### src/rtl/hpack_pkg.sv
package hpack_pkg;

    typedef enum logic {
        OP_KEEP_LO = 1'b0,
        OP_KEEP_HI = 1'b1
    } pack_op_e;

    typedef enum logic [3:0] {
        CC_EQ = 4'b0000,
        CC_NE = 4'b0001,
        CC_CS = 4'b0010,
        CC_CC = 4'b0011,
        CC_MI = 4'b0100,
        CC_PL = 4'b0101,
        CC_VS = 4'b0110,
        CC_VC = 4'b0111,
        CC_HI = 4'b1000,
        CC_LS = 4'b1001,
        CC_GE = 4'b1010,
        CC_LT = 4'b1011,
        CC_GT = 4'b1100,
        CC_LE = 4'b1101,
        CC_AL = 4'b1110,
        CC_UN = 4'b1111
    } cond_e;

endpackage

### src/rtl/hpack_cond_eval.sv
module hpack_cond_eval
    import hpack_pkg::*;
(
    input  logic [3:0] cond,
    input  logic [3:0] nzcv,
    output logic       pass
);

    logic fn, fz, fc, fv;

    assign fn = nzcv[3];
    assign fz = nzcv[2];
    assign fc = nzcv[1];
    assign fv = nzcv[0];

    always_comb begin
        unique case (cond_e'(cond))
            CC_EQ:   pass = fz;
            CC_NE:   pass = !fz;
            CC_CS:   pass = fc;
            CC_CC:   pass = !fc;
            CC_MI:   pass = fn;
            CC_PL:   pass = !fn;
            CC_VS:   pass = fv;
            CC_VC:   pass = !fv;
            CC_HI:   pass = fc && !fz;
            CC_LS:   pass = !fc || fz;
            CC_GE:   pass = (fn == fv);
            CC_LT:   pass = (fn != fv);
            CC_GT:   pass = !fz && (fn == fv);
            CC_LE:   pass = fz || (fn != fv);
            CC_AL:   pass = 1'b1;
            CC_UN:   pass = 1'b1;
            default: pass = 1'b1;
        endcase
    end

endmodule

### src/rtl/hpack_merge.sv
module hpack_merge
    import hpack_pkg::*;
#(
    parameter int DATA_W = 32,
    localparam int HALF  = DATA_W / 2,
    localparam int SH_W  = $clog2(DATA_W)
) (
    input  logic              op_sel,
    input  logic [DATA_W-1:0] a,
    input  logic [DATA_W-1:0] b,
    input  logic [SH_W-1:0]   shamt,
    output logic [DATA_W-1:0] res
);

    logic [SH_W:0]       ramt;
    logic [DATA_W-1:0]   sll;
    logic [DATA_W-1:0]   sra;
    logic [DATA_W-1:0]   shifted;

    // A zero field on the right-shift form encodes a full-width shift.
    assign ramt = (shamt == '0) ? (SH_W+1)'(DATA_W) : {1'b0, shamt};
    assign sll  = b << shamt;
    assign sra  = DATA_W'($signed(b) >>> ramt);

    always_comb begin
        unique case (pack_op_e'(op_sel))
            OP_KEEP_LO: begin
                shifted = sll;
                res     = {shifted[DATA_W-1:HALF], a[HALF-1:0]};
            end
            OP_KEEP_HI: begin
                shifted = sra;
                res     = {a[DATA_W-1:HALF], shifted[HALF-1:0]};
            end
            default: begin
                shifted = sll;
                res     = {shifted[DATA_W-1:HALF], a[HALF-1:0]};
            end
        endcase
    end

endmodule

### src/rtl/hpack_unit.sv
module hpack_unit
    import hpack_pkg::*;
#(
    parameter int DATA_W    = 32,
    parameter int REG_IDX_W = 4,
    parameter int SP_IDX    = 13,
    parameter int PC_IDX    = 15,
    localparam int SH_W     = $clog2(DATA_W),
    localparam int HALF     = DATA_W / 2
) (
    input  logic                 clk,
    input  logic                 rst,
    input  logic                 iss_vld,
    input  logic                 op_sel,
    input  logic [DATA_W-1:0]    opa,
    input  logic [DATA_W-1:0]    opb,
    input  logic [SH_W-1:0]      shamt,
    input  logic [REG_IDX_W-1:0] dst_idx,
    input  logic [3:0]           cond,
    input  logic [3:0]           nzcv_i,
    output logic [DATA_W-1:0]    res_o,
    output logic                 wr_en_o,
    output logic [REG_IDX_W-1:0] dst_o,
    output logic                 res_vld_o,
    output logic                 illegal_o,
    output logic [3:0]           nzcv_o
);

    localparam logic [REG_IDX_W-1:0] SP_CODE = REG_IDX_W'(SP_IDX);
    localparam logic [REG_IDX_W-1:0] PC_CODE = REG_IDX_W'(PC_IDX);

    logic              cond_pass;
    logic              dst_bad;
    logic [DATA_W-1:0] merged;

    hpack_cond_eval u_cond (
        .cond (cond),
        .nzcv (nzcv_i),
        .pass (cond_pass)
    );

    hpack_merge #(.DATA_W(DATA_W)) u_merge (
        .op_sel (op_sel),
        .a      (opa),
        .b      (opb),
        .shamt  (shamt),
        .res    (merged)
    );

    assign dst_bad = (dst_idx == SP_CODE) || (dst_idx == PC_CODE);

    always_ff @(posedge clk) begin
        if (rst) begin
            res_vld_o <= 1'b0;
            wr_en_o   <= 1'b0;
            illegal_o <= 1'b0;
            res_o     <= '0;
            dst_o     <= '0;
            nzcv_o    <= '0;
        end else begin
            res_vld_o <= iss_vld;
            wr_en_o   <= iss_vld && cond_pass && !dst_bad;
            illegal_o <= iss_vld && dst_bad;
            if (iss_vld) begin
                res_o  <= merged;
                dst_o  <= dst_idx;
                nzcv_o <= nzcv_i;
            end
        end
    end

    AST_VLD_AFTER_ISSUE: assert property (@(posedge clk) disable iff (rst)
        iss_vld |=> res_vld_o);
    AST_NO_SPURIOUS_VLD: assert property (@(posedge clk) disable iff (rst)
        !iss_vld |=> !res_vld_o);
    AST_LO_HALF_KEPT: assert property (@(posedge clk) disable iff (rst)
        (iss_vld && !op_sel) |=> (res_o[HALF-1:0] == $past(opa[HALF-1:0])));
    AST_HI_HALF_KEPT: assert property (@(posedge clk) disable iff (rst)
        (iss_vld && op_sel) |=> (res_o[DATA_W-1:HALF] == $past(opa[DATA_W-1:HALF])));
    AST_ALWAYS_WRITES: assert property (@(posedge clk) disable iff (rst)
        (iss_vld && (cond == CC_AL) && (dst_idx != SP_CODE) && (dst_idx != PC_CODE)) |=> wr_en_o);
    AST_ILLEGAL_NO_WRITE: assert property (@(posedge clk) disable iff (rst)
        illegal_o |-> (!wr_en_o && res_vld_o && ((dst_o == SP_CODE) || (dst_o == PC_CODE))));
    AST_FLAGS_CARRIED: assert property (@(posedge clk) disable iff (rst)
        iss_vld |=> (nzcv_o == $past(nzcv_i)));
    AST_IDLE_QUIET: assert property (@(posedge clk) disable iff (rst)
        !iss_vld |=> (!wr_en_o && !illegal_o && $stable(res_o) && $stable(dst_o)));

endmodule

### config.mk
export PLATFORM = sky130hd
export DESIGN_NAME = hpack_unit
export DESIGN_NICKNAME = d
export VERILOG_FILES = /design/src/rtl/hpack_pkg.sv /design/src/rtl/hpack_cond_eval.sv /design/src/rtl/hpack_merge.sv /design/src/rtl/hpack_unit.sv
export SDC_FILE = /design/constraint.sdc
export NUM_CORES = 1
export LEC_CHECK = 0
export ABC_CLOCK_PERIOD_IN_PS = 6300
export BUFFER_PORTS_ARGS = -buffer_cell sky130_fd_sc_hd__buf_2
export CELL_PAD_IN_SITES_DETAIL_PLACEMENT = 0
export CELL_PAD_IN_SITES_GLOBAL_PLACEMENT = 1
export CORE_MARGIN = 2
export CORE_UTILIZATION = 40
export CTS_BUF_LIST = sky130_fd_sc_hd__clkbuf_8 sky130_fd_sc_hd__clkbuf_16
export DETAILED_ROUTE_END_ITERATION = 8
export PLACE_DENSITY = 0.82
export REMOVE_ABC_BUFFERS = 1
export SYNTH_ARGS = -nofsm -noshare
export SYNTH_HDL_FRONTEND = slang
export SYNTH_SLANG_ARGS = --single-unit
### constraint.sdc
create_clock -name clk -period 6.3 [get_ports clk]
set_input_delay 1.575 -clock clk [delete_from_list [all_inputs] [get_ports clk]]
set_output_delay 1.575 -clock clk [all_outputs]
set_load 0.01 [all_outputs]
# After elaboration in Yosys (flattened, before gate mapping)
# Index checks and enable logic that the tools add are counted.
classes:
  n_eq_ne: 19
  shifts: 2
  n_mux: 3
  n_bitwise: 1
  n_reduce_logical: 16
op_table:
  columns: ["op", "count"]
  rows:
  - ["$pmux W32 S2", 1]
  - ["$eq A4 B4 Y1 const B", 10]
  - ["$shl A32 B5 Y32", 1]
  - ["$sshr A32 B6 Y16", 1]
  - ["$eq A4 B3 Y1 const B", 4]
  - ["$pmux W1 S15", 1]
  - ["$eq A4 B2 Y1 const B", 2]
  - ["$mux W6", 1]
  - ["$logic_and A1 B1 Y1", 5]
  - ["$logic_not A1 Y1", 5]
  - ["$logic_not A5 Y1", 1]
  - ["$eq A4 B1 Y1 const B", 1]
  - ["$logic_not A4 Y1", 1]
  - ["$logic_or A1 B1 Y1", 3]
  - ["$reduce_or A2 Y1", 1]
  - ["$eq A1 B1 Y1", 1]
  - ["$ne A1 B1 Y1", 1]
  - ["$not A1 Y1", 1]
word_totals:
  regBits: 43
  inputBits: 85
  output_inout_bits: 43
  elab_cells: 47

# Depth between registers and ports, before layout
depth:
  ltp_word: 5
  depth_mapped: 9
  ltp_nobuf: 5

# Cells and area by module
# From an unflattened synthesis, not the netlist that was laid out.
hier_totals:
  cells_unflattened: 592
  area_unflattened_um2: 5577.8
modules_own_cells:
  columns: ["module", "n_inst", "cells_each", "area_each_um2", "seq_area_each_um2"]
  rows:
  - ["hpack_merge", 1, 427, 3822.4, 0.0]
  - ["hpack_unit", 1, 136, 1554.0, 860.8]
  - ["hpack_cond_eval", 1, 29, 201.4, 0.0]

# Least setup slack after synthesis
# OpenSTA, ideal clock, no wires.
synth_path:
  kind: "input port to flip-flop"
  startpoint: "input shamt[1]"
  endpoint: "register res_o[26]"
  setup_ps: 115
  arrival_time_ps: 3091
  t_required_ps: 6185
  slack_ps: 3094
  cell_stages: 8
  path_buffers: 4
  cell_sequence: "buf_6 buf_6 buf_4 buf_2 mux4_2 a221oi_2 o221ai_1 o21a_1"
synth_via:
  elab_chain_len: 2
synth_lines:
  columns: ["element", "line", "text"]
  rows:
  - ["from (decl)", "hpack_unit.sv:17", "input logic [SH_W-1:0] shamt,"]
  - ["$shl A32 B5 Y32", "hpack_merge.sv:22", "assign sll = b << shamt;"]
  - ["$pmux W32 S2", "hpack_merge.sv:26", "unique case (pack_op_e'(op_sel))"]
  - ["to (signal assigned)", "hpack_unit.sv:65", "res_o <= merged;"]
  - ["to (decl)", "hpack_unit.sv:21", "output logic [DATA_W-1:0] res_o,"]
# No other way between the ends.
# A chain may end at the register's enable or synchronous reset.

# Final worst setup path
layout_path:
  startpoint: "input shamt[0]"
  endpoint: "register res_o[7]"
layout_via:
  elab_chain_len: 4
layout_lines:
  columns: ["element", "line", "text"]
  rows:
  - ["$logic_not A5 Y1", "hpack_merge.sv:21", "assign ramt = (shamt == '0) ? (SH_W+1)'(DATA_W) : {1'b0, shamt};"]
  - ["$mux W6 (*)", "hpack_merge.sv:21", null]
  - ["$sshr A32 B6 Y16 (*)", "hpack_merge.sv:23", "assign sra = DATA_W'($signed(b) >>> ramt);"]
  - ["$pmux W32 S2 (*)", "hpack_merge.sv:26", null]
# Mark *: on every way between the ends. The rest lies on a longest branch, timed or not.

==> impl_results.md <==
* Arrival time worst endpoint at 4.05 ns
* Setup Fix Bufs, Post-CTS at 0
* Crit-path cells: buf_4 > buf_4 > mux4_2 > mux4_2 > nand2_1 > a211oi_1
* Starting Density at 40.92%
* # clock sinks at 43
* Clock Root Buffer: clkbuf_16
* Util after Layout at 45.38%
* Critical Path End Type: register
* Clk slew on worst S/H paths at 0.05 ns
* Critical Path End: res_o[7]
* DP Wirelength at 14500 um
* Setup_tns at 0 ns
* Die Y at 123.2 um
* # Max-Cap Violations at 0
* CP delay by family, top: buffers and inverters
* CP Depth at 6
* Syn Inst Count at 586
* Worst Skew at 0 ns
* Post-route clock period utilization at 62.10%
* Routed WL per cell at 23.86 um
* CTS buffer count at 5
* Critical Path Start Type: input pin
* Unrepaired setup endpoints after global routing: no
* IO buf count at 127
* Yosys warnings at 0
* Total length of routed wires at 19900 um
* Worst R2R Start: res_o[26]
* Hold_buf cts at 0
* Detail Route Antenna Nets at 0
* Achievable Freq at 0.2556 GHz
* VDD IR-drop max at 0.00009621 V
* Post-layout min period at 3.912 ns
* Die X at 123.2 um
* Crit path kind: input pin to register
* Most used DFF post-synth: dfxtp_1
* Final Hold Viols at 0
* First-pass GRT wire length at 30220 um
* Syn-to-layout area delta at 10.88%
* Buf/Inv on CP at 2
* Worst skew pair latency at 0.28 ns
* Row Count at 43
* Mapped Area at 0.005680 sq mm
* EDFF count, synth at 0
* Vias at 5628
* Grt total ovfl at 0
* Synth Register Bits at 43
* Distinct cell type count after synthesis at 76
* H-tree depth at 2
* Num ports at 128
* # nets final at 738
* Register area share after synthesis at 15.15%
* Leak at 2.522 nW
* CP max FO at 70
* DIE AREA at 0.01517 sq mm
* Commonest non-fill, non-tap cell in the layout: buf_2
* Flop2flop setup slack at 5.27 ns
* N_diodes at 0
* Crit path from: shamt[0]
* Initial antenna violation count at 0
* Post-route setup slack at 2.388 ns
* Power per cell area at 159.0 mW/mm^2
* CTS tree: built
* Gr usage total at 25.93%
* Total power at 1.001 mW
* R2R Path End: res_o[26]
* Worst endpoint required time at 6.44 ns
* Vias in the first global route at 5135
* Slew Limit Fails at 0
* Avg Inst Size Synth at 9.694 sq um
* Status: finished clean
* Least-Margin Pin Slew at 1.012 ns
* Core area at 0.01388 sq mm
* Crit-path max cell delay at 0.72 ns
* Gpl congestion at 1.002
* Relative slew slack at 32.53%
* Via/cell ratio at 6.748
* Most frequent cells in the layout: buf_2 (125), mux4_2 (68), mux2i_1 (66), nor2_1 (46), dfxtp_1 (43)
* DR iter-0 viols at 726
* Remaining DRCs at 0
* Worst path slowest cell: buf_4
* Worst R2R Path Depth at 3
* Layout cell share with drive strength beyond 1 at 36.09%
* Asr flop ratio synth at 0%
* Cts repair resizes at 0
* Class of the tightest hold or removal check: register to register
* Drt first pass iters at 5
* Longest Clk Path Bufs at 2
* Final Setup Violations at 0
* Worst slack at placement at 2.123 ns
* Largest net degree at the start of global routing at 71
==> cells in the mapped netlist, types with 3 or more instances <==
library cell	instances	share of area, %
o22ai_1	21	2.3
o21ai_0	17	1.5
o21ai_1	14	1.2
mux4_2	68	27
o211ai_1	7	0.93
buf_2	10	0.88
buf_4	10	1.3
buf_6	12	2.4
o2111ai_1	3	0.46
nor2_1	46	3.0
nand2b_1	7	0.77
and3_1	3	0.33
buf_1	4	0.26
nand3_1	10	0.88
o211a_1	3	0.53
mux4_1	3	1.4
a2111oi_0	3	0.46
mux2_2	13	2.6
a221oi_1	7	1.1
nor3_1	16	1.4
inv_1	6	0.40
nor2b_1	6	0.66
mux2i_1	66	12
a211o_1	4	0.62
a31oi_1	5	0.55
nor3b_1	5	0.66
a22o_1	6	0.93
a211oi_1	14	1.9
dfxtp_1	43	15
a21oi_1	18	1.6
o21a_1	5	0.66
nand2_1	35	2.3
a22oi_1	4	0.53
clkbuf_1	36	2.4
==> layout make-up <==
class                           count  area, sq um
Sequential cell                    43        860.8
Tap cell                          180        225.2
Multi-Input combinational cell    461         4355
Clock buffer                        5        125.1
Fill cell                        1354         7582
Timing Repair Buffer              133        685.7
Inverter                            9        33.78
Clock inverter                      3        12.51
==> cell families after synthesis <==
family / synth area share, %
compound gates: 20.60
buf+inv: 8.172
flops: 15.15
simple gates: 12.82
xor+xnor: 0.3084
mux: 42.95
==> tightest hold or removal path, stage by stage (launching register included) <==
cell and delay, ns:
dfxtp_1 0.30, nand2_1 0.05, o21ai_1 0.05
==> per-stage QoR <==
| stage | instance area (sq um) | hold slack, ns | std cells |
|---|---|---|---|
| finish | 6299 | 0.4445 | 834 |
| global route | 6299 | 0.4750 | 834 |
| CTS | 6299 | 0.4480 | 834 |
| detailed placement | 6161 | 0.4406 | 826 |
| global placement | 6161 | 0.4325 | 826 |
| floorplan | 5250 | 0.4712 | 513 |
==> worst min-delay path by stage <==
stage,end,cells after the start,slack (ns),from
floorplan,res_o[3],2,0.47,res_o[3]
finish,res_o[11],2,0.44,res_o[11]
global route,res_o[13],2,0.47,res_o[13]
CTS,res_o[11],2,0.45,res_o[11]
detailed placement,res_o[11],2,0.44,res_o[11]
global placement,res_o[3],2,0.43,res_o[3]
==> registers in the layout (all words and copies together) (netlist names) <==
register   flops
res_vld_o      1
res_o         32
illegal_o      1
dst_o          4
wr_en_o        1
nzcv_o         4
==> routing by layer <==
| layer | vias to the layer above | GRT usage, % | part of all wire [%] |
|---|---|---|---|
| li1 | 2479 | - | - |
| met1 | 2725 | 37.80 | 42 |
| met2 | 389 | 37.64 | 44 |
| met3 | 35 | 5.212 | 11 |
| met4 | 0 | 10.01 | 3.0 |
| met5 | - | 0 | 0 |
==> power breakdown <==
| part | switching [mW] | internal [mW] |
|---|---|---|
| sequential | 0.0119 | 0.293 |
| combinational | 0.254 | 0.195 |
| clock | 0.104 | 0.143 |
| total | 0.370 | 0.632 |
No activity file was read; power rests on OpenSTA's default activity.
